$ cat src/rtl/link_pkg.sv
package link_pkg;
  localparam logic [1:0] BK_IDLE  = 2'd0;
  localparam logic [1:0] BK_ACK   = 2'd1;
  localparam logic [1:0] BK_NAK   = 2'd2;
  localparam logic [1:0] BK_READY = 2'd3;

  localparam logic [7:0]  PKT_MARK = 8'hA5;
  localparam logic [15:0] CRC_POLY = 16'h1021;
  localparam logic [15:0] CRC_INIT = 16'hFFFF;

  function automatic logic [15:0] crc16_step(input logic [15:0] c, input logic [7:0] d);
    logic [15:0] r;
    r = c;
    for (int i = 7; i >= 0; i--) begin
      if (r[15] ^ d[i]) r = (r << 1) ^ CRC_POLY;
      else              r = r << 1;
    end
    return r;
  endfunction
endpackage

$ cat src/rtl/link_tx.sv
module link_tx
  import link_pkg::*;
#(
  parameter int DATA_W = 128,
  parameter int LEN_W  = 16
) (
  input  logic              clk,
  input  logic              rst,
  input  logic              cmd_start,
  input  logic [LEN_W-1:0]  cmd_len,
  input  logic              wd_valid,
  input  logic [DATA_W-1:0] wd_data,
  output logic              wd_ready,
  output logic              done,
  output logic              lane_valid,
  output logic [7:0]        lane_byte,
  input  logic [1:0]        back_in
);
  localparam int NBYTES = DATA_W / 8;
  localparam int IDX_W  = $clog2(NBYTES + 3);
  localparam logic [IDX_W-1:0] IDX_CRC_HI = IDX_W'(NBYTES);
  localparam logic [IDX_W-1:0] IDX_CRC_LO = IDX_W'(NBYTES + 1);
  localparam logic [IDX_W-1:0] IDX_END    = IDX_W'(NBYTES + 2);

  typedef enum logic [2:0] {ST_IDLE, ST_LOAD, ST_WAITR, ST_SEND, ST_RESP} tx_state_e;

  tx_state_e         state;
  logic [LEN_W-1:0]  remain;
  logic [DATA_W-1:0] word_q;
  logic [DATA_W-1:0] shift_q;
  logic [IDX_W-1:0]  idx;
  logic [15:0]       crc;

  assign wd_ready = (state == ST_LOAD);

  always_ff @(posedge clk) begin
    if (rst) begin
      state      <= ST_IDLE;
      remain     <= '0;
      word_q     <= '0;
      shift_q    <= '0;
      idx        <= '0;
      crc        <= CRC_INIT;
      done       <= 1'b0;
      lane_valid <= 1'b0;
      lane_byte  <= '0;
    end else begin
      case (state)
        ST_IDLE: if (cmd_start) begin
          if (cmd_len == '0) begin
            done <= 1'b1;
          end else begin
            done   <= 1'b0;
            remain <= cmd_len;
            state  <= ST_LOAD;
          end
        end
        ST_LOAD: if (wd_valid) begin
          word_q <= wd_data;
          state  <= ST_WAITR;
        end
        ST_WAITR: if (back_in == BK_READY) begin
          lane_valid <= 1'b1;
          lane_byte  <= PKT_MARK;
          shift_q    <= word_q;
          crc        <= CRC_INIT;
          idx        <= '0;
          state      <= ST_SEND;
        end
        ST_SEND: begin
          if (idx < IDX_CRC_HI) begin
            lane_byte <= shift_q[DATA_W-1 -: 8];
            shift_q   <= shift_q << 8;
            crc       <= crc16_step(crc, shift_q[DATA_W-1 -: 8]);
            idx       <= idx + 1'b1;
          end else if (idx == IDX_CRC_HI) begin
            lane_byte <= crc[15:8];
            idx       <= idx + 1'b1;
          end else if (idx == IDX_CRC_LO) begin
            lane_byte <= crc[7:0];
            idx       <= idx + 1'b1;
          end else begin
            lane_valid <= 1'b0;
            state      <= ST_RESP;
          end
        end
        ST_RESP: begin
          if (back_in == BK_ACK) begin
            remain <= remain - 1'b1;
            if (remain == LEN_W'(1)) begin
              done  <= 1'b1;
              state <= ST_IDLE;
            end else begin
              state <= ST_LOAD;
            end
          end else if (back_in == BK_NAK) begin
            state <= ST_WAITR;
          end
        end
        default: state <= ST_IDLE;
      endcase
    end
  end

  AST_MARK_LEADS: assert property (@(posedge clk) disable iff (rst)
    $rose(lane_valid) |-> lane_byte == PKT_MARK);
  AST_READY_BEFORE_SEND: assert property (@(posedge clk) disable iff (rst)
    $rose(lane_valid) |-> $past(back_in) == BK_READY);
  AST_RETRY_SAME_WORD: assert property (@(posedge clk) disable iff (rst)
    (state == ST_RESP && back_in == BK_NAK) |=> $stable(word_q));
  AST_DONE_QUIET: assert property (@(posedge clk) disable iff (rst)
    done |-> (!lane_valid && !wd_ready));
  AST_LANE_SPAN: assert property (@(posedge clk) disable iff (rst)
    $fell(lane_valid) |-> $past(idx) == IDX_END);
endmodule

$ cat src/rtl/link_rx.sv
module link_rx
  import link_pkg::*;
#(
  parameter int DATA_W = 128
) (
  input  logic              clk,
  input  logic              rst,
  input  logic              rx_en,
  input  logic              lane_valid,
  input  logic [7:0]        lane_byte,
  output logic [1:0]        back_out,
  output logic              push_valid,
  output logic [DATA_W-1:0] push_data
);
  localparam int NBYTES = DATA_W / 8;
  localparam int CNT_W  = $clog2(NBYTES + 2);
  localparam logic [CNT_W-1:0] CNT_CRC_HI = CNT_W'(NBYTES);

  typedef enum logic {RS_HUNT, RS_COLLECT} rx_state_e;

  rx_state_e         state;
  logic [CNT_W-1:0]  cnt;
  logic [15:0]       crc;
  logic [7:0]        crc_hi;
  logic [DATA_W-1:0] word_q;

  always_ff @(posedge clk) begin
    if (rst) begin
      state      <= RS_HUNT;
      cnt        <= '0;
      crc        <= CRC_INIT;
      crc_hi     <= '0;
      word_q     <= '0;
      back_out   <= BK_IDLE;
      push_valid <= 1'b0;
      push_data  <= '0;
    end else begin
      push_valid <= 1'b0;
      case (state)
        RS_HUNT: begin
          back_out <= rx_en ? BK_READY : BK_IDLE;
          if (lane_valid && lane_byte == PKT_MARK) begin
            back_out <= BK_IDLE;
            cnt      <= '0;
            crc      <= CRC_INIT;
            state    <= RS_COLLECT;
          end
        end
        RS_COLLECT: begin
          back_out <= BK_IDLE;
          if (lane_valid) begin
            if (cnt < CNT_CRC_HI) begin
              word_q <= {word_q[DATA_W-9:0], lane_byte};
              crc    <= crc16_step(crc, lane_byte);
              cnt    <= cnt + 1'b1;
            end else if (cnt == CNT_CRC_HI) begin
              crc_hi <= lane_byte;
              cnt    <= cnt + 1'b1;
            end else begin
              if ({crc_hi, lane_byte} == crc) begin
                push_valid <= 1'b1;
                push_data  <= word_q;
                back_out   <= BK_ACK;
              end else begin
                back_out   <= BK_NAK;
              end
              state <= RS_HUNT;
            end
          end
        end
        default: state <= RS_HUNT;
      endcase
    end
  end

  AST_PUSH_WITH_ACK: assert property (@(posedge clk) disable iff (rst)
    push_valid |-> back_out == BK_ACK);
  AST_NAK_NO_PUSH: assert property (@(posedge clk) disable iff (rst)
    (back_out == BK_NAK) |-> !push_valid);
  AST_READY_NEEDS_EN: assert property (@(posedge clk) disable iff (rst)
    (back_out == BK_READY) |-> $past(rx_en));
endmodule

$ cat src/rtl/link_point.sv
module link_point
  import link_pkg::*;
#(
  parameter int DATA_W = 128,
  parameter int LEN_W  = 16
) (
  input  logic              clk,
  input  logic              rst,
  input  logic              cmd_start,
  input  logic [LEN_W-1:0]  cmd_len,
  input  logic              wd_valid,
  input  logic [DATA_W-1:0] wd_data,
  output logic              wd_ready,
  output logic              done,
  output logic              tx_lane_valid,
  output logic [7:0]        tx_lane_byte,
  input  logic [1:0]        tx_back_in,
  input  logic              rx_en,
  input  logic              rx_lane_valid,
  input  logic [7:0]        rx_lane_byte,
  output logic [1:0]        rx_back_out,
  output logic              push_valid,
  output logic [DATA_W-1:0] push_data
);
  link_tx #(.DATA_W(DATA_W), .LEN_W(LEN_W)) u_tx (
    .clk        (clk),
    .rst        (rst),
    .cmd_start  (cmd_start),
    .cmd_len    (cmd_len),
    .wd_valid   (wd_valid),
    .wd_data    (wd_data),
    .wd_ready   (wd_ready),
    .done       (done),
    .lane_valid (tx_lane_valid),
    .lane_byte  (tx_lane_byte),
    .back_in    (tx_back_in)
  );

  link_rx #(.DATA_W(DATA_W)) u_rx (
    .clk        (clk),
    .rst        (rst),
    .rx_en      (rx_en),
    .lane_valid (rx_lane_valid),
    .lane_byte  (rx_lane_byte),
    .back_out   (rx_back_out),
    .push_valid (push_valid),
    .push_data  (push_data)
  );
endmodule

$ cat config.mk
export PLATFORM = sky130hd
export DESIGN_NAME = link_point
export DESIGN_NICKNAME = d
export VERILOG_FILES = /design/src/rtl/link_pkg.sv /design/src/rtl/link_tx.sv /design/src/rtl/link_rx.sv /design/src/rtl/link_point.sv
export SDC_FILE = /design/constraint.sdc
export NUM_CORES = 1
export LEC_CHECK = 0
export ABC_AREA = 1
export CAP_MARGIN = 0
export CORE_AREA = 2 2 286 204
export CTS_CLUSTER_SIZE = 25
export DETAILED_ROUTE_END_ITERATION = 10
export DIE_AREA = 0 0 288 206
export DONT_BUFFER_PORTS = 1
export PLACE_DENSITY = 0.59
export SYNTH_ARGS = -nofsm -noshare
export SYNTH_HDL_FRONTEND = slang
export SYNTH_SLANG_ARGS = --single-unit
$ cat constraint.sdc
create_clock -name clk -period 2.4 [get_ports clk]
set_input_delay 0.12 -clock clk [delete_from_list [all_inputs] [get_ports clk]]
set_output_delay 0.12 -clock clk [all_outputs]
set_load 0.05 [all_outputs]
After elaboration in Yosys (flattened, before gate mapping)
Index checks and enable logic that the tools add are counted.
{"block": "word_totals", "reg_bits": 595, "in_bits": 160, "output_inout_bits": 142, "word_cells": 233}
{"block": "op_classes", "n_addsub": 3, "magnitude_cmp": 2, "n_eq_ne": 29, "mux": 128, "bitwise_logic": 36, "reduce_logical": 18}
{"cell": "$mux 16", "n": 57}
{"cell": "$mux 128", "n": 2}
{"cell": "$pmux 128 s2", "n": 1}
{"cell": "$mux 13", "n": 16}
{"cell": "$pmux 16 s2", "n": 3}
{"cell": "$not 3->3", "n": 16}
{"cell": "$mux 5", "n": 8}
{"cell": "$mux 8", "n": 4}
{"cell": "$mux 3", "n": 9}
{"cell": "$pmux 5 s2", "n": 2}
{"cell": "$eq 16x1->1 const B", "n": 1}
{"cell": "$eq 16x16->1", "n": 1}
{"cell": "$logic_not 16->1", "n": 1}
{"cell": "$ne 2x2->1 const B", "n": 8}
{"cell": "$pmux 8 s2", "n": 1}
{"cell": "$sub 16x1->16 const B", "n": 1}
{"cell": "$xor 1x1->1", "n": 16}
{"cell": "$eq 5x5->1 const B", "n": 3}
{"cell": "$pmux 3 s5", "n": 1}
{"cell": "$reduce_and 3->1", "n": 5}
{"cell": "$mux 1", "n": 14}
{"cell": "$mux 2", "n": 6}
{"cell": "$reduce_and 4->1", "n": 3}
{"cell": "$add 5x1->5 const B", "n": 2}
{"cell": "21 further kinds", "n": 35}

Depth between registers and ports, before layout
{"block": "depth", "ltp_word": 47, "mapped_depth": 12, "mapped_depth_nobuf": 11}

By module
From an unflattened synthesis, not the netlist that was laid out.
{"block": "hier_totals", "cells_unflattened": 3657, "hier_area_um2": 25609.6}
{"module": "link_tx", "n_inst": 1, "cells_each": 1846, "area_per_inst_um2": 13120.1, "seq_area_each_um2": 6125.9}
{"module": "link_rx", "n_inst": 1, "cells_each": 1811, "area_per_inst_um2": 12489.5, "seq_area_each_um2": 5785.5}

Worst setup path before layout
No wires, ideal clock.
{"block": "synth_path", "path_type": "reg-to-reg", "startpoint": "reg u_tx.state[2]", "endpoint": "reg u_tx.word_q[100]", "setup_time_ns": 0.116, "arrival_time_ns": 2.041, "required_time_ns": 2.284, "path_slack_ns": 0.243, "path_stages_with_launch": 11, "path_buffers": 2, "synth_period_minus_slack_ns": 2.157, "cell_sequence": "dfxtp_1 inv_1 nand2_1 nor2_1 inv_1 nor2_1 inv_1 clkbuf_1 clkbuf_1 nor2_1 nor2_1"}
{"block": "synth_via", "elab_chain_len": 2}
{"element": "start: declaration", "line": "link_tx.sv:27", "source": "tx_state_e state;"}
{"element": "start signal: assignment", "line": "link_tx.sv:38", "source": "state <= ST_IDLE;"}
{"element": "start signal: assignment", "line": "link_tx.sv:55", "source": "state <= ST_LOAD;"}
{"element": "start signal: assignment", "line": "link_tx.sv:60", "source": "state <= ST_WAITR;"}
{"element": "$eq 3x1->1"}
{"element": "net wd_ready", "line": "link_point.sv:13", "source": "output logic wd_ready,"}
{"element": "$reduce_and 2->1 (no source line)"}
{"element": "end signal: assignment", "line": "link_tx.sv:59", "source": "word_q <= wd_data;"}
{"element": "end: declaration", "line": "link_tx.sv:29", "source": "logic [DATA_W-1:0] word_q;"}
The timed path passes the listed nets, and every way through them passes these cells.
A chain may end at the register's enable or synchronous reset.

Final worst setup path
{"block": "layout_path", "startpoint": "in cmd_len[8]", "endpoint": "reg u_tx.remain[10]"}
{"block": "layout_via", "elab_chain_len": 3}
{"element": "start: declaration", "line": "link_point.sv:10", "source": "input logic [LEN_W-1:0] cmd_len,"}
{"element": "$logic_not 16->1", "line": "link_tx.sv:50", "source": "if (cmd_len == '0) begin"}
{"element": "$ne 2x2->1 (no source line)"}
{"element": "$reduce_and 4->1 (no source line)"}
{"element": "end signal: assignment", "line": "link_tx.sv:54", "source": "remain <= cmd_len;"}
{"element": "end signal: assignment", "line": "link_tx.sv:89", "source": "remain <= remain - 1'b1;"}
{"element": "end: declaration", "line": "link_tx.sv:28", "source": "logic [LEN_W-1:0] remain;"}
Every way passes these cells.

==> summary.txt <==
Status
  • Status: complete, no violations

Logic synthesis
  • Synth Register Bits: 595
  • Sequential share of the synthesized area: 0.473
  • Synth Area per Inst: 7.04 µm²
  • Mapped Area: 0.0252 mm²
  • Post-synth top area cell: dfxtp_1
  • Adder-cell share of the synthesized area: 0.00347
  • Netlist cell types: 35
  • Synthesized instance count: 3579
  • Compound-Gate Fraction of Synth Area: 0.163
  • Post-synth top area share: 0.473
  • Largest family of logic cells by synthesized area: simple AND/OR/NAND/NOR gates
  • Post-synthesis mux area share: 0
  • Post-Synth Simple-Gate Area: 0.228
  • Syn. warnings: 0
  • Syn Nets: 3746
  • Post-synthesis xor/xnor area fraction: 0.0170
  • Ranking of synthesized cells by area: dfxtp_1 47%, nand2_1 11%, o21ai_0 8.8%

Worst setup path
  • Worst Path Max Fanout: 21
  • Crit end category: flip-flop
  • Worst R2R End: u_tx.remain[3]
  • R2r startpoint: u_tx.state[1]
  • WP data arrival: approximately 2900 ps
  • CP startpoint kind: input port
  • Setup slack, reg-to-reg: 180 ps
  • WP data required: 2960 ps
  • R2r worst-path depth: 10
  • Kind of critical path: input port to flip-flop

Placed design
  • Routability cong.: 0.888
  • I/O Buffers: 0
  • Post-DP HPWL: around 42000 µm
  • Setup Slack @ Placement: 286 ps

Timing
  • Worst clock skew: 19.5 ps
  • Fin crit period: between 2000 and 2500 ps
  • Fin crit share: 0.962
  • Post-layout worst setup margin: 91.2 ps
  • Fmax: 0.433 GHz
  • Max Slew Vio Count: 0
  • Worst-Margin Slew: slightly below 700 ps
  • Final Hold Violating Endpoints: 0
  • Final setup viols: 0
  • Hold slack: 19.0 ps
  • Slew HR: 0.550

Clock network
  • Clock tree sinks: 595
  • Htree depth: 2
  • Clock root buffer: clkbuf_16
  • Clock transition at path regs: 60 ps
  • Max Root-Sink Buffers: 3
  • Num CTS Buffers: 59
  • Clk Latency, worst-skew pair: roughly 620 ps
  • CTS tree: built

Min path
  • Hold Path Class: input port to flip-flop
  • WHS Endpoint: u_tx.state[0]
  • Worst Hold Launch: cmd_len[0]
  • Hold path cells: 6

Floorplanning
  • Die height: ~210 µm
  • Die W: around 290 µm
  • Die ar.: 0.0593 mm²
  • Core Rows: 74
  • Starting Density: 0.442
  • Core area: 0.0570 mm²
  • I/O pin cnt: 302

Drt
  • WL/cell: around 15 µm
  • Detailed Routing Iterations Pass 1: 7
  • Remaining DRCs: 0
  • Final wirelength: 67600 µm
  • Routed vias/inst: 4.99
  • Iteration-0 DRC Markers: 1682
  • Antenna Nets Post-Route: 0
  • Vias: between 20k and 25k

Global route
  • Pin count of the biggest net entering global routing: approximately 170
  • First-pass GRT wire length: 108000 µm
  • Number of global-route vias before repair: approximately 20k
  • Total track usage: 0.222
  • Initial antenna violation count: 0
  • Total grt overflow: 0

Finish
  • Final nets: 3789
  • Area growth, synth to finish: 17.4%
  • Most common cell after layout, fill and taps aside: nand2_1
  • Diode count: 0
  • Core Util, Final: 0.519
  • Share of layout cells above drive strength 1: 0.0483
  • Commonest non-fill, non-tap cells in the layout: 714 x nand2_1, 595 x dfxtp_1, 476 x nor2_1

Pwr
  • Tot Pwr: 25.8 mW
  • Pleak: 12.0 nW
  • Maximum VDD drop: 0.000560 V
  • Pwr per Cell Area: 873 mW/mm²

Run
  • Max Cap Violations: 0
==> worst max-delay path, stage by stage <==
cell and delay, ps:
dlygate4sd3_1 570, nor2_1 100, dlygate4sd3_1 550, nand3_1 80
nor2_2 170, nand3_2 140, nand2_2 140, buf_8 180
nand2_1 70, a21oi_1 160, dlygate4sd3_1 580
==> power breakdown <==
group	switching, mW	internal, mW	total (mW)
registers	0.817	11.0	11.8
logic	2.72	1.53	4.25
clock network	3.97	5.80	9.76
==> final cells by class <==
type	instances	area, µm²
Fill cell	5611	27400
Timing Repair Buffer	229	2390
Clock buffer	92	1810
Inverter	484	1840
Clock inverter	13	236
Sequential cell	595	11900
Multi-Input combinational cell	2253	10500
Tap cell	760	951
==> metal layers <==
metal,GRT usage,up-vias,part of all wire
li1,-,11484,-
met1,0.341,10025,0.51
met2,0.312,477,0.40
met3,0.0518,87,0.068
met4,0.0487,0,0.016
met5,0,-,0
==> state kept, by name, indices dropped and copies added, names as in the netlist <==
| name | flops |
|---|---|
| u_rx.back_out | 2 |
| u_rx.cnt | 5 |
| u_rx.crc | 16 |
| u_rx.crc_hi | 8 |
| u_rx.push_data | 128 |
| u_rx.push_valid | 1 |
| u_rx.state | 1 |
| u_rx.word_q | 128 |
| u_tx.crc | 16 |
| u_tx.done | 1 |
| u_tx.idx | 5 |
| u_tx.lane_byte | 8 |
| u_tx.lane_valid | 1 |
| u_tx.remain | 16 |
| u_tx.shift_q | 128 |
| u_tx.state | 3 |
| u_tx.word_q | 128 |
==> through the flow <==
step / TNS [ps] / std cells / cell area (µm²)
final: 0 / 4426 / 29600
after global routing: -67.9 / 4426 / 29600
after CTS: 0 / 4421 / 29500
after detailed placement: 0 / 4145 / 25800
after global placement: 0 / 4145 / 25800
after floorplan: 0 / 3579 / 25200
==> Yosys cell counts <==
| library cell | n |
|---|---|
| nand2_2 | 2 |
| o21ai_0 | 444 |
| nor3b_1 | 1 |
| clkbuf_1 | 167 |
| clkbuf_2 | 1 |
| nor2_2 | 5 |
| ha_1 | 7 |
| buf_4 | 1 |
| a21o_1 | 1 |
| buf_2 | 61 |
| o211ai_1 | 10 |
| nand2_1 | 715 |
| a31oi_1 | 108 |
| clkinv_1 | 2 |
| buf_1 | 6 |
| o22ai_1 | 6 |
| xnor2_1 | 18 |
| inv_1 | 475 |
| xor2_1 | 31 |
| nand4_1 | 134 |
| nor2_1 | 481 |
| buf_6 | 11 |
| o31ai_1 | 1 |
| inv_2 | 7 |
| nand3b_1 | 1 |
| nand3_1 | 59 |
| nand3_2 | 1 |
| or2_1 | 2 |
| a21oi_1 | 201 |
| dfxtp_1 | 595 |
| nor3_1 | 8 |
| a211oi_1 | 1 |
| o21bai_1 | 1 |
| o21ai_1 | 13 |
| nand2b_1 | 2 |
==> repair_timing <==
| action | in CTS | in global routing |
|---|---|---|
| buffers inserted | 0 | 5 |
| hold endpoints to repair | 257 | 0 |
| resized for setup | 0 | 8 |
| endpoints found under the setup margin | 0 | 3 |
| hold buffers | 171 | 0 |
==> worst max path at each step <==
stage                        from                end  slack, ps  depth (start not counted)
floorplan           u_tx.state[2]   u_tx.word_q[100]        240                         10
global placement    u_tx.state[2]  u_tx.shift_q[115]        400                          9
detailed placement  u_tx.state[2]   u_tx.shift_q[89]        290                          9
CTS                    cmd_len[8]     u_tx.remain[3]         80                         11
global route           cmd_len[8]    u_tx.remain[10]        -70                         11
finish                 cmd_len[8]    u_tx.remain[10]         90                         11
==> cell families (layout without fill, tap and decap cells) <==
group / count (synthesis) / in the layout
fa+ha+maj: 7 / 7
flops: 595 / 595
simple gates: 1411 / 1411
compound gates: 786 / 786
buf+inv: 731 / 818
xor+xnor: 49 / 49
No activity file was read; power rests on OpenSTA's default activity.
